`config.mk`:
```
export PLATFORM = sky130hd
export DESIGN_NAME = seg_vaddr_unit
export DESIGN_NICKNAME = d
export VERILOG_FILES = /design/src/rtl/seg_vaddr_pkg.sv /design/src/rtl/seg_id_file.sv /design/src/rtl/va_compose.sv /design/src/rtl/va_out_stage.sv /design/src/rtl/seg_vaddr_unit.sv
export SDC_FILE = /design/constraint.sdc
export NUM_CORES = 1
export LEC_CHECK = 0
export ABC_CLOCK_PERIOD_IN_PS = 2000
export BUFFER_PORTS_ARGS = -buffer_cell sky130_fd_sc_hd__buf_2
export CORE_MARGIN = 2
export CORE_UTILIZATION = 54
export CTS_CLUSTER_DIAMETER = 120
export DETAILED_ROUTE_END_ITERATION = 7
export GPL_ROUTABILITY_DRIVEN = 0
export PLACE_DENSITY_LB_ADDON = 0.3
export SLEW_MARGIN = 20
export SYNTH_ARGS = -nofsm -noshare
export SYNTH_HDL_FRONTEND = slang
export SYNTH_SLANG_ARGS = --single-unit
```
`constraint.sdc`:
```
create_clock -name clk_i -period 2 [get_ports clk_i]
set_clock_uncertainty 0.05 [all_clocks]
set_input_delay 0.3 -clock clk_i [delete_from_list [all_inputs] [get_ports clk_i]]
set_output_delay 0.3 -clock clk_i [all_outputs]
set_load 0.005 [all_outputs]
```
`src/rtl/seg_vaddr_pkg.sv`:
```
`timescale 1ns/1ps
package seg_vaddr_pkg;
  localparam int unsigned EA_W_DEF  = 32;
  localparam int unsigned SEL_W_DEF = 4;
  localparam int unsigned SID_W_DEF = 12;
endpackage

```
`src/rtl/seg_id_file.sv`:
```
`timescale 1ns/1ps
module seg_id_file #(
  parameter int unsigned SEL_W = 4,
  parameter int unsigned SID_W = 12
) (
  input  logic             clk_i,
  input  logic             rst_ni,
  input  logic             we_i,
  input  logic [SEL_W-1:0] widx_i,
  input  logic [SID_W-1:0] wdata_i,
  input  logic [SEL_W-1:0] xidx_i,
  output logic [SID_W-1:0] xdata_o,
  input  logic [SEL_W-1:0] ridx_i,
  output logic [SID_W-1:0] rdata_o
);
  localparam int unsigned NSEG = 1 << SEL_W;

  logic [NSEG-1:0][SID_W-1:0] sid_q;

  for (genvar g = 0; g < NSEG; g++) begin : g_seg
    logic [SID_W-1:0] q;
    always_ff @(posedge clk_i or negedge rst_ni) begin
      if (!rst_ni)                                q <= '0;
      else if (we_i && widx_i == SEL_W'(g))       q <= wdata_i;
    end
    assign sid_q[g] = q;
  end

  // translation read and software read are independent ports
  assign xdata_o = sid_q[xidx_i];
  assign rdata_o = sid_q[ridx_i];
endmodule

```
`src/rtl/va_compose.sv`:
```
`timescale 1ns/1ps
module va_compose #(
  parameter int unsigned EA_W  = 32,
  parameter int unsigned SEL_W = 4,
  parameter int unsigned SID_W = 12
) (
  input  logic [EA_W-1:0]               ea_i,
  input  logic [SID_W-1:0]              sid_i,
  output logic [SEL_W-1:0]              sel_o,
  output logic [SID_W+EA_W-SEL_W-1:0]   va_o
);
  localparam int unsigned OFF_W = EA_W - SEL_W;

  assign sel_o = ea_i[EA_W-1 -: SEL_W];
  assign va_o  = {sid_i, ea_i[OFF_W-1:0]};
endmodule

```
`src/rtl/va_out_stage.sv`:
```
`timescale 1ns/1ps
module va_out_stage #(
  parameter int unsigned DW = 40
) (
  input  logic          clk_i,
  input  logic          rst_ni,
  input  logic          in_valid_i,
  output logic          in_ready_o,
  input  logic [DW-1:0] in_data_i,
  output logic          out_valid_o,
  input  logic          out_ready_i,
  output logic [DW-1:0] out_data_o
);
  logic          valid_q;
  logic [DW-1:0] data_q;

  // stall blocks intake; consumption frees the slot in the same cycle
  assign in_ready_o = !valid_q || out_ready_i;

  always_ff @(posedge clk_i or negedge rst_ni) begin
    if (!rst_ni) begin
      valid_q <= 1'b0;
      data_q  <= '0;
    end else if (in_valid_i && in_ready_o) begin
      valid_q <= 1'b1;
      data_q  <= in_data_i;
    end else if (out_ready_i) begin
      valid_q <= 1'b0;
    end
  end

  assign out_valid_o = valid_q;
  assign out_data_o  = data_q;
endmodule

```
`src/rtl/seg_vaddr_unit.sv`:
```
`timescale 1ns/1ps
module seg_vaddr_unit
  import seg_vaddr_pkg::*;
#(
  parameter int unsigned EA_W  = EA_W_DEF,
  parameter int unsigned SEL_W = SEL_W_DEF,
  parameter int unsigned SID_W = SID_W_DEF,
  localparam int unsigned VA_W = SID_W + EA_W - SEL_W
) (
  input  logic             clk_i,
  input  logic             rst_ni,
  input  logic             req_valid_i,
  output logic             req_ready_o,
  input  logic [EA_W-1:0]  req_ea_i,
  output logic             rsp_valid_o,
  input  logic             rsp_ready_i,
  output logic [VA_W-1:0]  rsp_va_o,
  input  logic             wr_en_i,
  input  logic [SEL_W-1:0] wr_idx_i,
  input  logic [SID_W-1:0] wr_sid_i,
  input  logic [SEL_W-1:0] rd_idx_i,
  output logic [SID_W-1:0] rd_sid_o
);
  logic [SEL_W-1:0] sel;
  logic [SID_W-1:0] sid;
  logic [VA_W-1:0]  va;

  seg_id_file #(.SEL_W(SEL_W), .SID_W(SID_W)) u_file (
    .clk_i   (clk_i),
    .rst_ni  (rst_ni),
    .we_i    (wr_en_i),
    .widx_i  (wr_idx_i),
    .wdata_i (wr_sid_i),
    .xidx_i  (sel),
    .xdata_o (sid),
    .ridx_i  (rd_idx_i),
    .rdata_o (rd_sid_o)
  );

  va_compose #(.EA_W(EA_W), .SEL_W(SEL_W), .SID_W(SID_W)) u_comp (
    .ea_i  (req_ea_i),
    .sid_i (sid),
    .sel_o (sel),
    .va_o  (va)
  );

  va_out_stage #(.DW(VA_W)) u_out (
    .clk_i       (clk_i),
    .rst_ni      (rst_ni),
    .in_valid_i  (req_valid_i),
    .in_ready_o  (req_ready_o),
    .in_data_i   (va),
    .out_valid_o (rsp_valid_o),
    .out_ready_i (rsp_ready_i),
    .out_data_o  (rsp_va_o)
  );
endmodule

```
* After elaboration in Yosys (flattened, before gate mapping)
Index checks and enable logic that the tools add are counted.
** Cells by class
- Order comparisons :: 2
- Eq/ne operators :: 15
- Reduce and logical (&&, ||, !) cells :: 21
- Muxes and demuxes :: 6
** Operators by type and width (number)
- binary-select mux 12 bit (select 4 bit) :: 2
- equality test 4 bit (second input constant) :: 8
- two-way mux 12 bit :: 2
- logical AND 1 bit :: 17
- equality test 4 x 3 -> 1 bit (second input constant) :: 4
- < comparator 4 x 5 -> 1 bit (second input constant) :: 2
- equality test 4 x 2 -> 1 bit (second input constant) :: 2
- equality test 4 x 1 -> 1 bit (second input constant) :: 1
- zero test 4 bit :: 1
- two-way mux 1 bit :: 2
- nonzero test 2 bit :: 1
- zero test 1 bit :: 1
- logical OR 1 bit :: 1
** Word-level totals
- Register bits :: 233
- Bits of input ports :: 57

* Depth between registers and ports, before layout
Gate-level depths: netlist of the first run.
- Depth in word-level cells :: 4
- Mapped depth :: 6

* Hierarchy
A second synthesis of the first run with hierarchy kept.
** Unflattened totals
- Cells, all modules :: 772
- Area, all modules :: 12204.2 um^2
** By module, submodules not included
- seg_id_file :: seq. area each 4804.6 um^2, instances 1, area an instance 10171.0 um^2, cells an instance 640
- va_out_stage :: seq. area each 1026.0 um^2, instances 1, area an instance 1702.9 um^2, cells an instance 88
- va_compose :: seq. area each 0.0 um^2, instances 1, area an instance 330.3 um^2, cells an instance 44

* Worst setup path after synthesis of the first run
OpenSTA, ideal clock, no wires.
- Path kind :: input -> output
- From :: input port rd_idx_i[1]
- To :: output port rd_sid_o[0]
- Stages on the path :: 4
- Arrival time :: 1.643 ns
- Buffers on the path :: 2
- Setup slack :: 0.007 ns
- Cells stage by stage :: buf_2 -> buf_1 -> mux4_2 -> mux4_2
** On the way
- Cells in the longest elaborated chain, start to end :: 2
** Ends and longest elaborated chain
- from (decl) :: line seg_vaddr_unit.sv:21 : input logic [SEL_W-1:0] rd_idx_i,
- binary-select mux 12 bit (select 4 bit) :: line seg_id_file.sv:31 : assign rdata_o = sid_q[ridx_i];
- two-way mux 12 bit (implied by the code) :: line seg_id_file.sv:31
- to (decl) :: line seg_vaddr_unit.sv:22 : output logic [SID_W-1:0] rd_sid_o
No other way between the ends. The select of a mux whose other input is x is not followed.

* Final worst setup path of the first run
- From :: register u_file.g_seg[12].q[5]
- To :: output port rd_sid_o[5]
** On the way
- Cells in the longest elaborated chain, start to end :: 2
** Ends and longest elaborated chain
- from (decl) :: line seg_id_file.sv:21 : logic [SID_W-1:0] q;
- from (signal assigned) :: line seg_id_file.sv:24 : else if (we_i && widx_i == SEL_W'(g)) q <= wdata_i;
- binary-select mux 12 bit (select 4 bit) :: line seg_id_file.sv:31
- two-way mux 12 bit (implied by the code) :: line seg_id_file.sv:31
No other way between the ends. The select of a mux whose other input is x is not followed.

==> results of run 1 <==
[cells in the mapped netlist (all sizes together)]
library cell / count / share of area
a2111oi: 1 / 0.00075
a211o: 1 / 0.00075
a2bb2oi: 8 / 0.0060
buf: 38 / 0.019
clkbuf: 22 / 0.0071
dfrtp: 233 / 0.50
mux2: 221 / 0.21
mux2i: 23 / 0.020
mux4: 107 / 0.21
nand2: 6 / 0.0019
nand2b: 8 / 0.0043
nand3: 2 / 0.00086
nand3b: 3 / 0.0019
nor2: 11 / 0.0036
nor2b: 3 / 0.0016
nor3b: 2 / 0.0013
nor4: 1 / 0.00054
o21ai: 8 / 0.0034
o221ai: 3 / 0.0023
or3: 1 / 0.00054
[sequential cells by signal (all words and copies together), names as in the netlist]
register / flops
u_out.out_data_o: 40
u_file.g_seg.q: 192
u_out.out_valid_o: 1
[worst max-delay path, stage by stage, from the launching register on]
cell and delay [ns]:
dfrtp_1 0.40, mux4_2 0.45, mux4_2 0.54, buf_2 0.16
[per-stage QoR]
| stage | power (uW) | utilization |
|---|---|---|
| 6_report | 14300 | 0.673 |
| 5_1_grt | 15000 | 0.673 |
| 4_1_cts | 14300 | 0.671 |
| 3_5_place_dp | 9750 | 0.609 |
| 3_3_place_gp | 9530 | 0.609 |
| 2_1_floorplan | 8600 | - |
[per-layer routing]
layer	wire length, um	vias to the layer above	global-route usage
met1	12000	3870	0.351
met3	1920	73	0.0476
met2	14500	304	0.451
met4	958	2	0.0874
li1	-	3115	-
met5	15	-	0
[report_power, final]
part	total, uW	leakage, uW	switching (uW)	internal (uW)
Combinational	3460	0.00300	1170	2290
Clock	4300	0.000374	1760	2530
Sequential	6560	0.00285	785	5780
[worst max-delay path by stage]
stage	startpoint	endpoint	slack (ns)	cells past startpoint
4_1_cts	u_file.g_seg[12].q[5]	rd_sid_o[5]	-0.41	3
3_3_place_gp	rd_idx_i[0]	rd_sid_o[5]	-0.20	5
2_1_floorplan	rd_idx_i[1]	rd_sid_o[0]	0.007	4
6_report	u_file.g_seg[12].q[5]	rd_sid_o[5]	-0.41	3
5_1_grt	u_file.g_seg[11].q[5]	rd_sid_o[5]	-0.45	3
3_5_place_dp	rd_idx_i[0]	rd_sid_o[5]	-0.21	5
[cell families after synthesis]
kind of cell	share of synthesized area
AND/OR/NAND/NOR	0.0166
flip-flops	0.502
buffers and inverters	0.0265
AO/OA/AOI/OAI	0.0132
multiplexers	0.442
[repair_timing]
action	4_1_cts	5_1_grt
hold buffers	30	0
endpoints found under the setup margin	12	12
endpoints found under the hold margin	82	0
buffers inserted	30	7
gates resized for setup	3	0
[cell usage in the layout, fill, tap and decap left out, types with 6 or more instances in the layout]
cell | netlist | final
clkbuf_8 | 0 | 7
mux4_2 | 106 | 107
buf_4 | 2 | 82
dlygate4sd3_1 | 0 | 30
clkbuf_1 | 22 | 6
clkbuf_16 | 0 | 25
nor2_1 | 11 | 11
o21ai_0 | 8 | 8
nand2b_1 | 8 | 8
a2bb2oi_1 | 8 | 8
mux2i_1 | 23 | 23
buf_2 | 30 | 106
buf_12 | 0 | 15
dfrtp_1 | 233 | 233
mux2_2 | 216 | 216
[cell type report]
class / instances / area (um2)
multi-input combinational: 409 / 5480
timing repair buffer: 236 / 1780
fill: 1435 / 6890
sequential: 233 / 5830
clock buffer: 38 / 744
clock inverter: 2 / 13.8
tap: 275 / 344
==> flow_summary.json, run 1 <==
{
  "min_to": "u_out.out_valid_o",
  "die_area_um2": 22700,
  "io_buffer_count": 110,
  "violations": "negative setup slack",
  "slew_headroom": 0.652,
  "cts_buffer_depth": 3,
  "std_cell_rows": 53,
  "fin_nets": 962,
  "clock-sinks": 233,
  "routedWlPerCell_um": 24.7,
  "tightest_slew_ns": 0.520,
  "status": "complete, but fails checks",
  "reg2reg_to": "u_out.out_data_o[38]",
  "clk_latency_ns": 0.51,
  "final_cell_area_um2": 14200,
  "synth_seq_cells": 233,
  "drtIter0Drc": 564,
  "drc": 0,
  "placed_cell_area_um2": 12800,
  "area_delta_synth_final_pct": 22.2,
  "critPathMaxFanout": 3,
  "syn-num-nets": 759,
  "setup_viol": 12,
  "drive_gt1_frac": 0.614,
  "grt_max_degree": 61,
  "io-pin-count": 111,
  "maxCapViolCount": 0,
  "dp.cells": 1086,
  "ys_types": 26,
  "endpoint_kind": "output pin",
  "ys_seq_area_frac": 0.502,
  "synth.cell_area_um2": 11600,
  "die_x_um": 151,
  "vias_per_cell": 6.17,
  "min_from": "rsp_ready_i",
  "rsz0062_at_grt": "true",
  "dr_total_vias": 7364,
  "hold_depth": 3,
  "fin_cells": 1193,
  "antennaDiodeCount": 0,
  "ctsHtreeMaxLevel": 1,
  "grt_pass1_wl_mm": 45.0,
  "start_kind": "flop",
  "setup_ws_ns": -0.409,
  "powerDensity_nw_per_um2": 1010,
  "initial_core_util": 0.551,
  "r2r_slack_ns": 0.38,
  "tns_ns": -4.25,
  "r2r.worst_path.cells": 5,
  "min-delay-path-class": "in -> reg",
  "timing_hold_violations_final": 0,
  "cts_tree": "done",
  "pre_cts_ws_ns": -0.211,
  "drt_pre_antenna_iters": 5,
  "peakVddDrop_mv": 0.639,
  "critPathKind": "reg -> out",
  "max_freq_mhz": 415,
  "min_period_over_period": 1.20,
  "track_usage": 0.266,
  "leakagePower_uw": 0.00622,
  "drtAntennaViolNets": 0,
  "fin_hold_ws_ns": 0.142,
  "wirelength_mm": 29.5,
  "cts_root_buf": "clkbuf_16",
  "synthCells": 702,
  "clk_pin_slew_ns": 0.06,
  "dp_hpwl_mm": 19.4,
  "r2r_start": "u_file.g_seg[6].q[10]",
  "overflow": 0,
  "period_minus_slack_ns": 2.41,
  "grt_pass1_vias": 7771,
  "synth_area_per_cell_um2": 16.5,
  "cp_data_required_time_ns": 1.65,
  "core_um2": 21100,
  "yosysWarnings": 0,
  "die_h_um": 151,
  "antenna_found_initial": 1,
  "maxSlewViolCount": 0,
  "cts_made_buffers": 25,
  "critPathArrivalTime_ns": 2.06
}
Note: power is estimated with default switching activity, not from simulation.
==> run 2, diff against run 1 <==
ABC_CLOCK_PERIOD_IN_PS = 2430   (was 2000)
CORE_UTILIZATION = 60   (was 54)
SYNTH_HIERARCHICAL = 1   (was unset)
clock period = 2.43 ns   (was 2 ns; I/O delays follow)
==> run 2 against run 1 <==
Effect of this change:
- the flow now finishes without violations
- worst setup slack gained 0.50 ns
- hold slack lost 0.12 ns
- first-iteration DRC count shrank 2.7%
- power shrank 16%
- sequential power shrank 18%
- cell count shrank 4.9%
- sequential share of layout area grew 1.5 points
- synthesized cell count grew 10%
- critical endpoint is now rd_sid_o[10]
==> flow_summary.json, run 2 <==
{
  "yosysWarnings": 6,
  "antennaDiodeCount": 0,
  "r2r_slack_ns": 0.68,
  "synthCells": 772,
  "area_delta_synth_final_pct": 12.2,
  "gr-max-usage-layer": "met2",
  "maxSlewViolCount": 0,
  "critPathArrivalTime_ns": 1.92,
  "final_cell_mix": "dfrtp_1, mux2_2, buf_2",
  "status": "finished, final reports clean",
  "fin_hold_ws_ns": 0.0247,
  "rsz0062_at_grt": "false",
  "setup_viol": 0,
  "grt_pass1_vias": 7821,
  "vias_per_cell": 6.47,
  "io_buffer_count": 110,
  "die_area_um2": 21500,
  "power_frac_seq": 0.451,
  "overflow": 0,
  "cts_made_buffers": 25,
  "setup_ws_ns": 0.0948,
  "synth.cell_area_um2": 12200,
  "min_period_over_period": 0.961,
  "use_met3": 0.0547,
  "clk_latency_ns": 0.52,
  "drtIter0Drc": 549,
  "synth_flop_cell": "dfrtp_1",
  "drc": 0,
  "antenna_found_initial": 2,
  "die_h_um": 147,
  "drt_pre_antenna_iters": 5,
  "initial_core_util": 0.607,
  "max_freq_mhz": 428,
  "drtAntennaViolNets": 0,
  "async_flop_share": 1.00,
  "wirelength_mm": 29.5,
  "regMostFlops": "u_file/g_seg.q",
  "grt_util_met1": 0.376,
  "synth_area_per_cell_um2": 15.8,
  "clock-sinks": 233,
  "ys_top_cells_by_count": "dfrtp_1, mux2_2, mux4_2",
  "largest_register_ffs": 192,
  "yosysMostFrequentCell": "dfrtp_1",
  "endpoint_kind": "output pin",
  "r2r.worst_path.cells": 4,
  "mostFrequentLayoutCell": "dfrtp_1",
  "ys_seq_area_frac": 0.478,
  "cts_tree": "done",
  "drive_gt1_frac": 0.603,
  "switchingPower_uw": 3130,
  "clk_pin_slew_ns": 0.07,
  "cts_buffer_depth": 3,
  "powerDensity_nw_per_um2": 876,
  "io-pin-count": 111,
  "start_kind": "flop",
  "tightest_slew_ns": 0.882,
  "slew_headroom": 0.412,
  "cts_root_buf": "clkbuf_16",
  "routedWlPerCell_um": 26.0,
  "power_uw": 12000,
  "synth_seq_cells": 233,
  "period_minus_slack_ns": 2.34,
  "synth_edf_count": 0,
  "yosys.area.top_type_share": 0.478,
  "dr_total_vias": 7342,
  "startpoint": "u_file/g_seg[11].q[10]",
  "dp_hpwl_mm": 18.7,
  "critPathMaxFanout": 3,
  "grt_pass1_wl_mm": 45.9,
  "comb_power_share": 0.225,
  "std_cell_rows": 52,
  "r2r_start": "u_file/g_seg[3].q[9]",
  "swShare": 0.261,
  "critPathKind": "reg -> out",
  "tns_ns": 0,
  "synth_area_leaders": "dfrtp_1, mux4_2, mux2_2, mux2_4, a22oi_1",
  "syn-num-nets": 829,
  "fin_nets": 904,
  "synth_top_cell_by_area": "dfrtp_1",
  "reg2reg_to": "u_out/out_data_o[37]",
  "leakagePower_uw": 0.00616,
  "timing_hold_violations_final": 0,
  "grtUsageMet2": 0.469,
  "grt_max_degree": 68,
  "min_from": "req_ea_i[27]",
  "ys_types": 23,
  "cp_data_required_time_ns": 2.02,
  "ctsHtreeMaxLevel": 1,
  "die_x_um": 147,
  "crit_end": "rd_sid_o[10]",
  "power_frac_clock": 0.323,
  "dp.cells": 1089,
  "core_um2": 20100,
  "min-delay-path-class": "in -> reg",
  "pre_cts_ws_ns": 0.215,
  "track_usage": 0.282,
  "fin_cells": 1134,
  "peakVddDrop_mv": 0.582,
  "maxCapViolCount": 0,
  "cellInternalPower_uw": 8870
}
-- run 2: cell types whose count changed after synthesis, sizes merged, moves of 11 or more --
| cell | previous run | this run |
|---|---|---|
| a22oi | 0 | 48 |
| nand2 | 6 | 27 |
| mux4 | 107 | 96 |
| buf | 38 | 79 |
| mux2i | 23 | 0 |
| mux2 | 221 | 232 |
-- run 2: what timing repair did --
action / 4_1_cts / 5_1_grt
buffers inserted: 0 / 0
gates resized for setup: 0 / 0
hold buffers: 1 / 0
hold endpoints to repair: 62 / 0
-- run 2: cells by family (layout without fill, tap and decap cells) --
family / Yosys count / count (layout) / share of synthesized area
compound gates: 48 / 48 / 0.0295
buf+inv: 104 / 196 / 0.0550
flops: 233 / 233 / 0.478
mux: 328 / 328 / 0.413
simple gates: 59 / 59 / 0.0250
-- run 2: metal layers --
| layer | routed length [um] | part of all wire | vias up |
|---|---|---|---|
| met5 | 25 | 0.00085 | - |
| met4 | 1220 | 0.041 | 4 |
| met3 | 2310 | 0.078 | 88 |
| met2 | 14500 | 0.49 | 384 |
| met1 | 11400 | 0.39 | 3819 |
| li1 | - | - | 3047 |
-- run 2: critical path, cell delays in order, from the launching register on --
cell and delay (ns):
dfrtp_1 0.39, mux4_2 0.49, a22oi_1 0.29, nand2_1 0.09, buf_2 0.14
-- run 2: how the worst min path moves through the flow --
stage	to	slack (ns)	cells past startpoint
floorplan	u_file/g_seg[0].q[0]	0.02	0
global placement	u_out/out_data_o[0]	0.29	1
detailed placement	u_out/out_data_o[0]	0.30	1
CTS	u_out/out_data_o[27]	0.009	2
global route	u_out/out_data_o[3]	0.01	2
finish	u_out/out_data_o[27]	0.02	2
-- run 2: layout make-up --
type                       count  area (um2)
clock buffer                  33         666
clock inverter                11         164
fill                        1359        6410
multi-input combinational    435        5700
sequential                   233        5830
tap                          270         338
timing repair buffer         152         996
-- run 2: power by group through the flow --
stage / clock [uW] / combinational, uW / sequential [uW]
floorplan: 0 / 2090 / 5250
global placement: 0 / 2610 / 5350
detailed placement: 0 / 2690 / 5460
CTS: 3950 / 2720 / 5400
global route: 4080 / 2900 / 5530
finish: 3880 / 2700 / 5410
-- run 2: stage by stage --
stage          utilization  instance area [um2]
3_3_place_gp         0.640                12900
3_5_place_dp         0.640                12900
6_report             0.681                13700
2_1_floorplan            -                12200
4_1_cts              0.681                13700
5_1_grt              0.681                13700
